`config.mk`:
```
export PLATFORM = sky130hd
export DESIGN_NAME = cache_wb_2way
export DESIGN_NICKNAME = d
export VERILOG_FILES = /design/src/rtl/cache_wb_pkg.sv /design/src/rtl/cache_tag_store.sv /design/src/rtl/cache_data_store.sv /design/src/rtl/cache_wb_buffer.sv /design/src/rtl/cache_wb_2way.sv
export SDC_FILE = /design/constraint.sdc
export NUM_CORES = 2
export LEC_CHECK = 0
export CORE_ASPECT_RATIO = 0.7
export CORE_MARGIN = 5
export CORE_UTILIZATION = 55
export CTS_CLUSTER_DIAMETER = 40
export DETAILED_ROUTE_END_ITERATION = 10
export DONT_BUFFER_PORTS = 1
export MAX_ROUTING_LAYER = met4
export PLACE_DENSITY = 0.7
export SLEW_MARGIN = 20
export SYNTH_ARGS = -nofsm -noshare
export SYNTH_HDL_FRONTEND = slang
export SYNTH_HIERARCHICAL = 1
export SYNTH_SLANG_ARGS = --single-unit
```
`constraint.sdc`:
```
create_clock -name clk_i -period 10.75 [get_ports clk_i]
set_clock_uncertainty 0.15 [all_clocks]
set_input_delay 1.075 -clock clk_i [delete_from_list [all_inputs] [get_ports clk_i]]
set_output_delay 1.075 -clock clk_i [all_outputs]
set_load 0.1 [all_outputs]
```
`src/rtl/cache_wb_pkg.sv`:
```
package cache_wb_pkg;
  localparam int unsigned NUM_WAYS = 2;
  typedef enum logic {CTL_IDLE, CTL_FILL} ctl_state_e;
endpackage

```
`src/rtl/cache_tag_store.sv`:
```
module cache_tag_store
  import cache_wb_pkg::*;
#(
  parameter int unsigned SETS  = 8,
  parameter int unsigned IDX_W = 3,
  parameter int unsigned TAG_W = 25
) (
  input  logic                clk_i,
  input  logic                rst_ni,
  input  logic [IDX_W-1:0]    idx_i,
  input  logic [TAG_W-1:0]    tag_i,
  output logic [NUM_WAYS-1:0] match_o,
  output logic                lru_o,
  output logic                vict_valid_o,
  output logic                vict_dirty_o,
  output logic [TAG_W-1:0]    vict_tag_o,
  input  logic                touch_i,
  input  logic                touch_way_i,
  input  logic                touch_store_i,
  input  logic                fill_i,
  input  logic [IDX_W-1:0]    fill_idx_i,
  input  logic                fill_way_i,
  input  logic [TAG_W-1:0]    fill_tag_i
);
  logic [TAG_W-1:0] tag_q   [NUM_WAYS][SETS];
  logic [SETS-1:0]  valid_q [NUM_WAYS];
  logic [SETS-1:0]  dirty_q [NUM_WAYS];
  logic [SETS-1:0]  lru_q;

  for (genvar w = 0; w < NUM_WAYS; w++) begin : g_way
    localparam logic WAY = 1'(w);
    assign match_o[w] = valid_q[w][idx_i] && (tag_q[w][idx_i] == tag_i);

    always_ff @(posedge clk_i or negedge rst_ni) begin
      if (!rst_ni) begin
        valid_q[w] <= '0;
        dirty_q[w] <= '0;
      end else if (fill_i && fill_way_i == WAY) begin
        valid_q[w][fill_idx_i] <= 1'b1;
        dirty_q[w][fill_idx_i] <= 1'b0;
      end else if (touch_i && touch_store_i && touch_way_i == WAY) begin
        dirty_q[w][idx_i] <= 1'b1;
      end
    end

    always_ff @(posedge clk_i) begin
      if (fill_i && fill_way_i == WAY) tag_q[w][fill_idx_i] <= fill_tag_i;
    end
  end

  // lru bit names the way to evict next
  always_ff @(posedge clk_i or negedge rst_ni) begin
    if (!rst_ni)      lru_q <= '0;
    else if (fill_i)  lru_q[fill_idx_i] <= ~fill_way_i;
    else if (touch_i) lru_q[idx_i] <= ~touch_way_i;
  end

  assign lru_o        = lru_q[idx_i];
  assign vict_valid_o = valid_q[lru_q[idx_i]][idx_i];
  assign vict_dirty_o = dirty_q[lru_q[idx_i]][idx_i];
  assign vict_tag_o   = tag_q[lru_q[idx_i]][idx_i];


  single_match_chk: assert property (@(posedge clk_i) disable iff (!rst_ni)
    $onehot0(match_o));
endmodule

```
`src/rtl/cache_data_store.sv`:
```
module cache_data_store
  import cache_wb_pkg::*;
#(
  parameter int unsigned SETS        = 8,
  parameter int unsigned IDX_W       = 3,
  parameter int unsigned DATA_W      = 32,
  parameter int unsigned BLOCK_WORDS = 4,
  parameter int unsigned WSEL_W      = 2,
  localparam int unsigned BLK_W      = DATA_W * BLOCK_WORDS,
  localparam int unsigned BYTES      = DATA_W / 8
) (
  input  logic                             clk_i,
  input  logic [IDX_W-1:0]                 rd_idx_i,
  output logic [NUM_WAYS-1:0][BLK_W-1:0]   blk_o,
  input  logic                             fill_i,
  input  logic [IDX_W-1:0]                 fill_idx_i,
  input  logic                             fill_way_i,
  input  logic [BLK_W-1:0]                 fill_blk_i,
  input  logic                             st_i,
  input  logic                             st_way_i,
  input  logic [WSEL_W-1:0]                st_word_i,
  input  logic [DATA_W-1:0]                st_data_i,
  input  logic [BYTES-1:0]                 st_be_i
);
  logic [BLK_W-1:0] mem_q [NUM_WAYS][SETS];

  for (genvar w = 0; w < NUM_WAYS; w++) begin : g_way
    localparam logic WAY = 1'(w);
    always_ff @(posedge clk_i) begin
      if (fill_i && fill_way_i == WAY) begin
        mem_q[w][fill_idx_i] <= fill_blk_i;
      end else if (st_i && st_way_i == WAY) begin
        for (int b = 0; b < int'(BYTES); b++) begin
          if (st_be_i[b])
            mem_q[w][rd_idx_i][int'(st_word_i)*DATA_W + b*8 +: 8] <= st_data_i[b*8 +: 8];
        end
      end
    end
    assign blk_o[w] = mem_q[w][rd_idx_i];
  end
endmodule

```
`src/rtl/cache_wb_buffer.sv`:
```
module cache_wb_buffer #(
  parameter int unsigned ADDR_W = 32,
  parameter int unsigned BLK_W  = 128
) (
  input  logic              clk_i,
  input  logic              rst_ni,
  input  logic              load_i,
  input  logic [ADDR_W-1:0] load_addr_i,
  input  logic [BLK_W-1:0]  load_blk_i,
  input  logic              allow_i,
  input  logic              ack_i,
  output logic              full_o,
  output logic              req_o,
  output logic [ADDR_W-1:0] addr_o,
  output logic [BLK_W-1:0]  blk_o
);
  always_ff @(posedge clk_i or negedge rst_ni) begin
    if (!rst_ni) begin
      full_o <= 1'b0;
      req_o  <= 1'b0;
    end else if (load_i) begin
      full_o <= 1'b1;
    end else if (req_o && ack_i) begin
      full_o <= 1'b0;
      req_o  <= 1'b0;
    end else if (full_o && allow_i && !req_o) begin
      req_o  <= 1'b1;
    end
  end

  always_ff @(posedge clk_i) begin
    if (load_i) begin
      addr_o <= load_addr_i;
      blk_o  <= load_blk_i;
    end
  end


  load_when_empty_chk: assert property (@(posedge clk_i) disable iff (!rst_ni)
    load_i |-> !full_o);

  wb_req_hold_chk: assert property (@(posedge clk_i) disable iff (!rst_ni)
    req_o && !ack_i |=> req_o && $stable(addr_o) && $stable(blk_o));
endmodule

```
`src/rtl/cache_wb_2way.sv`:
```
module cache_wb_2way
  import cache_wb_pkg::*;
#(
  parameter int unsigned ADDR_W      = 32,
  parameter int unsigned DATA_W      = 32,
  parameter int unsigned BLOCK_WORDS = 4,
  parameter int unsigned SETS        = 8,
  localparam int unsigned BYTES      = DATA_W / 8,
  localparam int unsigned BOFF_W     = $clog2(BYTES),
  localparam int unsigned WSEL_W     = $clog2(BLOCK_WORDS),
  localparam int unsigned OFF_W      = BOFF_W + WSEL_W,
  localparam int unsigned IDX_W      = $clog2(SETS),
  localparam int unsigned TAG_W      = ADDR_W - OFF_W - IDX_W,
  localparam int unsigned BLK_W      = DATA_W * BLOCK_WORDS
) (
  input  logic              clk_i,
  input  logic              rst_ni,
  input  logic              req_i,
  input  logic              we_i,
  input  logic [ADDR_W-1:0] addr_i,
  input  logic [DATA_W-1:0] wdata_i,
  input  logic [BYTES-1:0]  be_i,
  output logic [DATA_W-1:0] rdata_o,
  output logic              stall_o,
  output logic              mem_rd_req_o,
  output logic [ADDR_W-1:0] mem_rd_addr_o,
  input  logic              mem_rd_valid_i,
  input  logic [BLK_W-1:0]  mem_rd_data_i,
  output logic              mem_wr_req_o,
  output logic [ADDR_W-1:0] mem_wr_addr_o,
  output logic [BLK_W-1:0]  mem_wr_data_o,
  input  logic              mem_wr_ack_i
);
  ctl_state_e state_q;
  logic [IDX_W-1:0] miss_idx_q;
  logic [TAG_W-1:0] miss_tag_q;
  logic             miss_way_q;

  logic [IDX_W-1:0]  idx;
  logic [TAG_W-1:0]  tag;
  logic [WSEL_W-1:0] wsel;
  logic [BOFF_W-1:0] unused_boff;
  assign idx         = addr_i[OFF_W +: IDX_W];
  assign tag         = addr_i[ADDR_W-1 -: TAG_W];
  assign wsel        = addr_i[BOFF_W +: WSEL_W];
  assign unused_boff = addr_i[BOFF_W-1:0];

  logic [NUM_WAYS-1:0]            match;
  logic                           lru, vict_valid, vict_dirty;
  logic [TAG_W-1:0]               vict_tag;
  logic [NUM_WAYS-1:0][BLK_W-1:0] way_blk;
  logic                           wb_full;

  logic idle, hit_any, hit_way, core_hit, need_wb, wb_conflict, miss_go, fill_done;
  assign idle      = (state_q == CTL_IDLE);
  assign hit_any   = |match;
  assign hit_way   = match[1];
  assign core_hit  = req_i && idle && hit_any;
  assign need_wb   = vict_valid && vict_dirty;
  // block already parked in the buffer must drain before it is refetched
  assign wb_conflict = wb_full &&
      (need_wb || (mem_wr_addr_o[ADDR_W-1:OFF_W] == addr_i[ADDR_W-1:OFF_W]));
  assign miss_go   = req_i && idle && !hit_any && !wb_conflict;
  assign fill_done = (state_q == CTL_FILL) && mem_rd_valid_i;

  assign stall_o = req_i && !core_hit;
  assign rdata_o = way_blk[hit_way][int'(wsel)*DATA_W +: DATA_W];

  always_ff @(posedge clk_i or negedge rst_ni) begin
    if (!rst_ni) begin
      state_q    <= CTL_IDLE;
      miss_idx_q <= '0;
      miss_tag_q <= '0;
      miss_way_q <= 1'b0;
    end else begin
      case (state_q)
        CTL_IDLE: if (miss_go) begin
          state_q    <= CTL_FILL;
          miss_idx_q <= idx;
          miss_tag_q <= tag;
          miss_way_q <= lru;
        end
        CTL_FILL: if (mem_rd_valid_i) state_q <= CTL_IDLE;
        default:  state_q <= CTL_IDLE;
      endcase
    end
  end

  assign mem_rd_req_o  = (state_q == CTL_FILL);
  assign mem_rd_addr_o = {miss_tag_q, miss_idx_q, {OFF_W{1'b0}}};

  cache_tag_store #(.SETS(SETS), .IDX_W(IDX_W), .TAG_W(TAG_W)) u_tags (
    .clk_i, .rst_ni,
    .idx_i         (idx),
    .tag_i         (tag),
    .match_o       (match),
    .lru_o         (lru),
    .vict_valid_o  (vict_valid),
    .vict_dirty_o  (vict_dirty),
    .vict_tag_o    (vict_tag),
    .touch_i       (core_hit),
    .touch_way_i   (hit_way),
    .touch_store_i (we_i),
    .fill_i        (fill_done),
    .fill_idx_i    (miss_idx_q),
    .fill_way_i    (miss_way_q),
    .fill_tag_i    (miss_tag_q)
  );

  cache_data_store #(.SETS(SETS), .IDX_W(IDX_W), .DATA_W(DATA_W),
                     .BLOCK_WORDS(BLOCK_WORDS), .WSEL_W(WSEL_W)) u_data (
    .clk_i,
    .rd_idx_i   (idx),
    .blk_o      (way_blk),
    .fill_i     (fill_done),
    .fill_idx_i (miss_idx_q),
    .fill_way_i (miss_way_q),
    .fill_blk_i (mem_rd_data_i),
    .st_i       (core_hit && we_i),
    .st_way_i   (hit_way),
    .st_word_i  (wsel),
    .st_data_i  (wdata_i),
    .st_be_i    (be_i)
  );

  cache_wb_buffer #(.ADDR_W(ADDR_W), .BLK_W(BLK_W)) u_wbuf (
    .clk_i, .rst_ni,
    .load_i      (miss_go && need_wb),
    .load_addr_i ({vict_tag, idx, {OFF_W{1'b0}}}),
    .load_blk_i  (way_blk[lru]),
    .allow_i     (idle),
    .ack_i       (mem_wr_ack_i),
    .full_o      (wb_full),
    .req_o       (mem_wr_req_o),
    .addr_o      (mem_wr_addr_o),
    .blk_o       (mem_wr_data_o)
  );


  fill_req_hold_chk: assert property (@(posedge clk_i) disable iff (!rst_ni)
    mem_rd_req_o && !mem_rd_valid_i |=> mem_rd_req_o && $stable(mem_rd_addr_o));

  drain_after_fill_chk: assert property (@(posedge clk_i) disable iff (!rst_ni)
    mem_rd_req_o |-> !$rose(mem_wr_req_o));

  stall_release_chk: assert property (@(posedge clk_i) disable iff (!rst_ni)
    mem_rd_req_o && mem_rd_valid_i && req_i |=>
      !(req_i && $stable(addr_i) && $stable(we_i)) || !stall_o);
endmodule

```
==> out/results.tsv <==
metric	value	unit
number of global-route vias before repair	80291	
Starting Density	55.3	%
Worst-path clk slew	0.06	ns
CTS tree	built	
Max Cap Violations	0	
number of synthesized flops with an enable pin	2608	
Port Buffer Count	0	
Worst Setup End Kind	primary output	
Seq/Total Area, Yosys	57.5	%
synth top area cells	edfxtp_1, mux2_2, mux4_2, nand4_2, dfrtp_1	
Syn Std Cell Area	0.139	sq mm
setup TNS	0	ns
Period Utilization, post-route	87.4	%
count of cell types in the netlist	80	
initial DRC count	12303	
Final min period	9.40	ns
failing checks	max-slew violations	
largest net degree at the start of global routing	632	
Die W	612	um
#FFs+latches synth	2680	
DRC Markers	0	
I/O pin cnt	429	
worst-case clock buffer depth	4	
Overflow after GRT	0	
die extent in y	431	um
Syn Area/Cell	17.1	sq um
layout cells sized above 1	52.3	%
Final ANT Viol Nets	0	
worst hold path cell count	1	
DP Wirelength	293000	um
post-synth top area share	56.2	%
area of the die	0.264	sq mm
routed len/inst	39.0	um
RSZ-0062 raised after global routing	false	
FFs w/ async S/R, synth	2.69	%
Hold Worst Slack	0.105	ns
leakage power	53.5	nW
PwrDens	179	mW/mm^2
Worst Path Required	9.53	ns
Most used DFF post-synth	edfxtp_1	
Slew Limit Fails	269	
Site Rows	154	
Fmax	0.106	GHz
Final nets	8062	
Gate Count Post-Synth	8151	
CTS Sinks	2680	
Critical Path Start Type	input pin	
H-tree depth	5	
synthesis warning total	6	
DRT Pass-1 Iters	7	
Slew headroom	-16.2	%
worst min path class	input pin to flip-flop	
status	finished with violations	
initial antenna violation count	37	
GPL Wtd Cong	0.934	
first-pass GRT wire length	628000	um
Worst Tran Pin Value	1.74	ns
VDD IR-drop max	0.000128	V
area growth from synthesis to layout	10.0	%
area leader, netlist	edfxtp_1	
Worst-Skew Late Latency	0.93	ns
CTS Buf Count	350	
routed via count	82444	
Setup Buffers After CTS	0	
GRT Resource Usage Total	34.5	%
area of the core	0.252	sq mm
Crit Path Max Fanout	376	
WL final	451000	um
Reg2Reg Depth	14	
clk root buf	clkbuf_16	
Util after Layout	60.9	%
final hold viol count	0	
WP data arrival	8.18	ns
crit path kind	input pin to primary output	
final setup violation count	0	
vias per inst	7.14	
==> kinds of logic (layout without fill, tap and decap cells) <==
family                   after synthesis  after routing  synth area share [%]
AND/OR/NAND/NOR                      979            979                  5.54
other                                  1             66               0.00269
adder cells (fa/ha/maj)                6              6                0.0539
flip-flops                          2680           2680                  57.5
multiplexers                        3282           3282                  31.9
XOR/XNOR                              75             75                 0.471
AO/OA/AOI/OAI                        296            296                  1.58
buffers and inverters                832            812                  2.93
==> placed cells by master (no fill, tap or decap), types with 36 or more instances in the layout <==
cell and n:
buf_4 135, diode_2 58, mux4_2 673, nor3b_4 56, and3_1 84, dfrtp_1 69
nand4_4 36, xnor2_1 56, nor3b_2 45, nand4_2 156, edfxtp_1 2608, mux2_2 2462
mux2i_1 98, a22oi_1 77, bufinv_16 36, clkbuf_1 38, inv_6 56, nand3_1 67
nand2_1 324, clkbuf_16 356
==> flip-flops by register name (all words and copies together), names as in the netlist, 3 cells and up <==
register	flops
u_data/mem_q	2048
u_tags/tag_q	400
u_wbuf/blk_o	128
u_wbuf/addr_o	32
miss_tag_q	25
u_tags/dirty_q	16
u_tags/valid_q	16
u_tags/lru_q	8
miss_idx_q	3
==> report_power, final <==
part / internal [mW] / switching [mW]
Sequential: 11.9 / 0.142
Clock: 7.09 / 4.90
Combinational: 1.30 / 2.09
Total: 20.3 / 7.12
==> Yosys cell counts, drive strengths merged, types with 10 or more instances <==
| library cell | instances |
|---|---|
| o21ai | 24 |
| nand2 | 330 |
| inv | 24 |
| a21oi | 19 |
| xnor2 | 56 |
| xor2 | 19 |
| a221oi | 33 |
| dfrtp | 72 |
| nor2b | 16 |
| nand3 | 71 |
| mux4 | 673 |
| nor2 | 26 |
| nor4 | 10 |
| a22oi | 78 |
| mux2i | 98 |
| buf | 501 |
| o22ai | 32 |
| and2 | 19 |
| mux2 | 2511 |
| a22o | 17 |
| clkbuf | 307 |
| and4bb | 14 |
| nand2b | 30 |
| a21o | 15 |
| edfxtp | 2608 |
| nand4 | 213 |
| and3 | 86 |
| or3 | 10 |
| nor3b | 103 |
| o211ai | 21 |
| and4b | 12 |
==> metrics by stage <==
| step | instances | total power [mW] | worst slack (ns) | area [sq um] |
|---|---|---|---|---|
| 3_3_place_gp | 10845 | 15.4 | 2.64 | 141000 |
| 4_1_cts | 11491 | 27.5 | 1.83 | 153000 |
| 3_5_place_dp | 10853 | 15.6 | 1.70 | 141000 |
| 6_report | 11550 | 27.4 | 1.35 | 153000 |
| 5_1_grt | 11531 | 28.1 | 1.42 | 153000 |
| 2_1_floorplan | 8158 | 14.7 | 2.51 | 139000 |
==> worst paths after layout <==
kind,to,start,slack (ns)
max reg2reg,u_data/mem_q[1][294],u_tags/tag_q[1][62],3.67
min in group asynchronous,miss_tag_q[22],rst_ni,0.56
min,mem_rd_req_o,mem_rd_valid_i,0.11
max in group asynchronous,miss_idx_q[2],rst_ni,9.39
max,rdata_o[6],addr_i[6],1.35
min reg2reg,u_tags/dirty_q[2],u_tags/dirty_q[2],0.33
==> repair_timing <==
action                                 in CTS  in global routing
resized for setup                           0                  0
hold buffers                                2                  0
endpoints found under the hold margin      72                  0
==> routing by layer <==
metal  vias to the layer above  wire (um)  global-route usage [%]
li1                      32606          -                       -
met1                     43132     176000                    48.5
met2                      5836     193000                    47.1
met3                       870      63700                    11.5
met4                         0      17700                    11.7
met5                         -          0                       -
==> final cells by class <==
| type | instances | area [sq um] |
|---|---|---|
| Antenna cell | 58 | 145 |
| Clock buffer | 396 | 9080 |
| Clock inverter | 240 | 2790 |
| Fill cell | 17968 | 98500 |
| Inverter | 24 | 106 |
| Multi-Input combinational cell | 4646 | 55600 |
| Sequential cell | 2680 | 80100 |
| Tap cell | 3354 | 4200 |
| Timing Repair Buffer | 152 | 1380 |
==> critical path, cell delays in order <==
cell and delay (ns):
and3b_1 0.79, buf_4 0.30, a22o_1 0.26, a221oi_1 0.26, nand3_1 0.15, xnor2_1 0.79, nand4_1 0.68, nor4_4 0.53
buf_12 0.49, buf_4 0.73, mux4_2 0.72, mux2_2 0.56
Note: power is estimated with default switching activity, not from simulation.
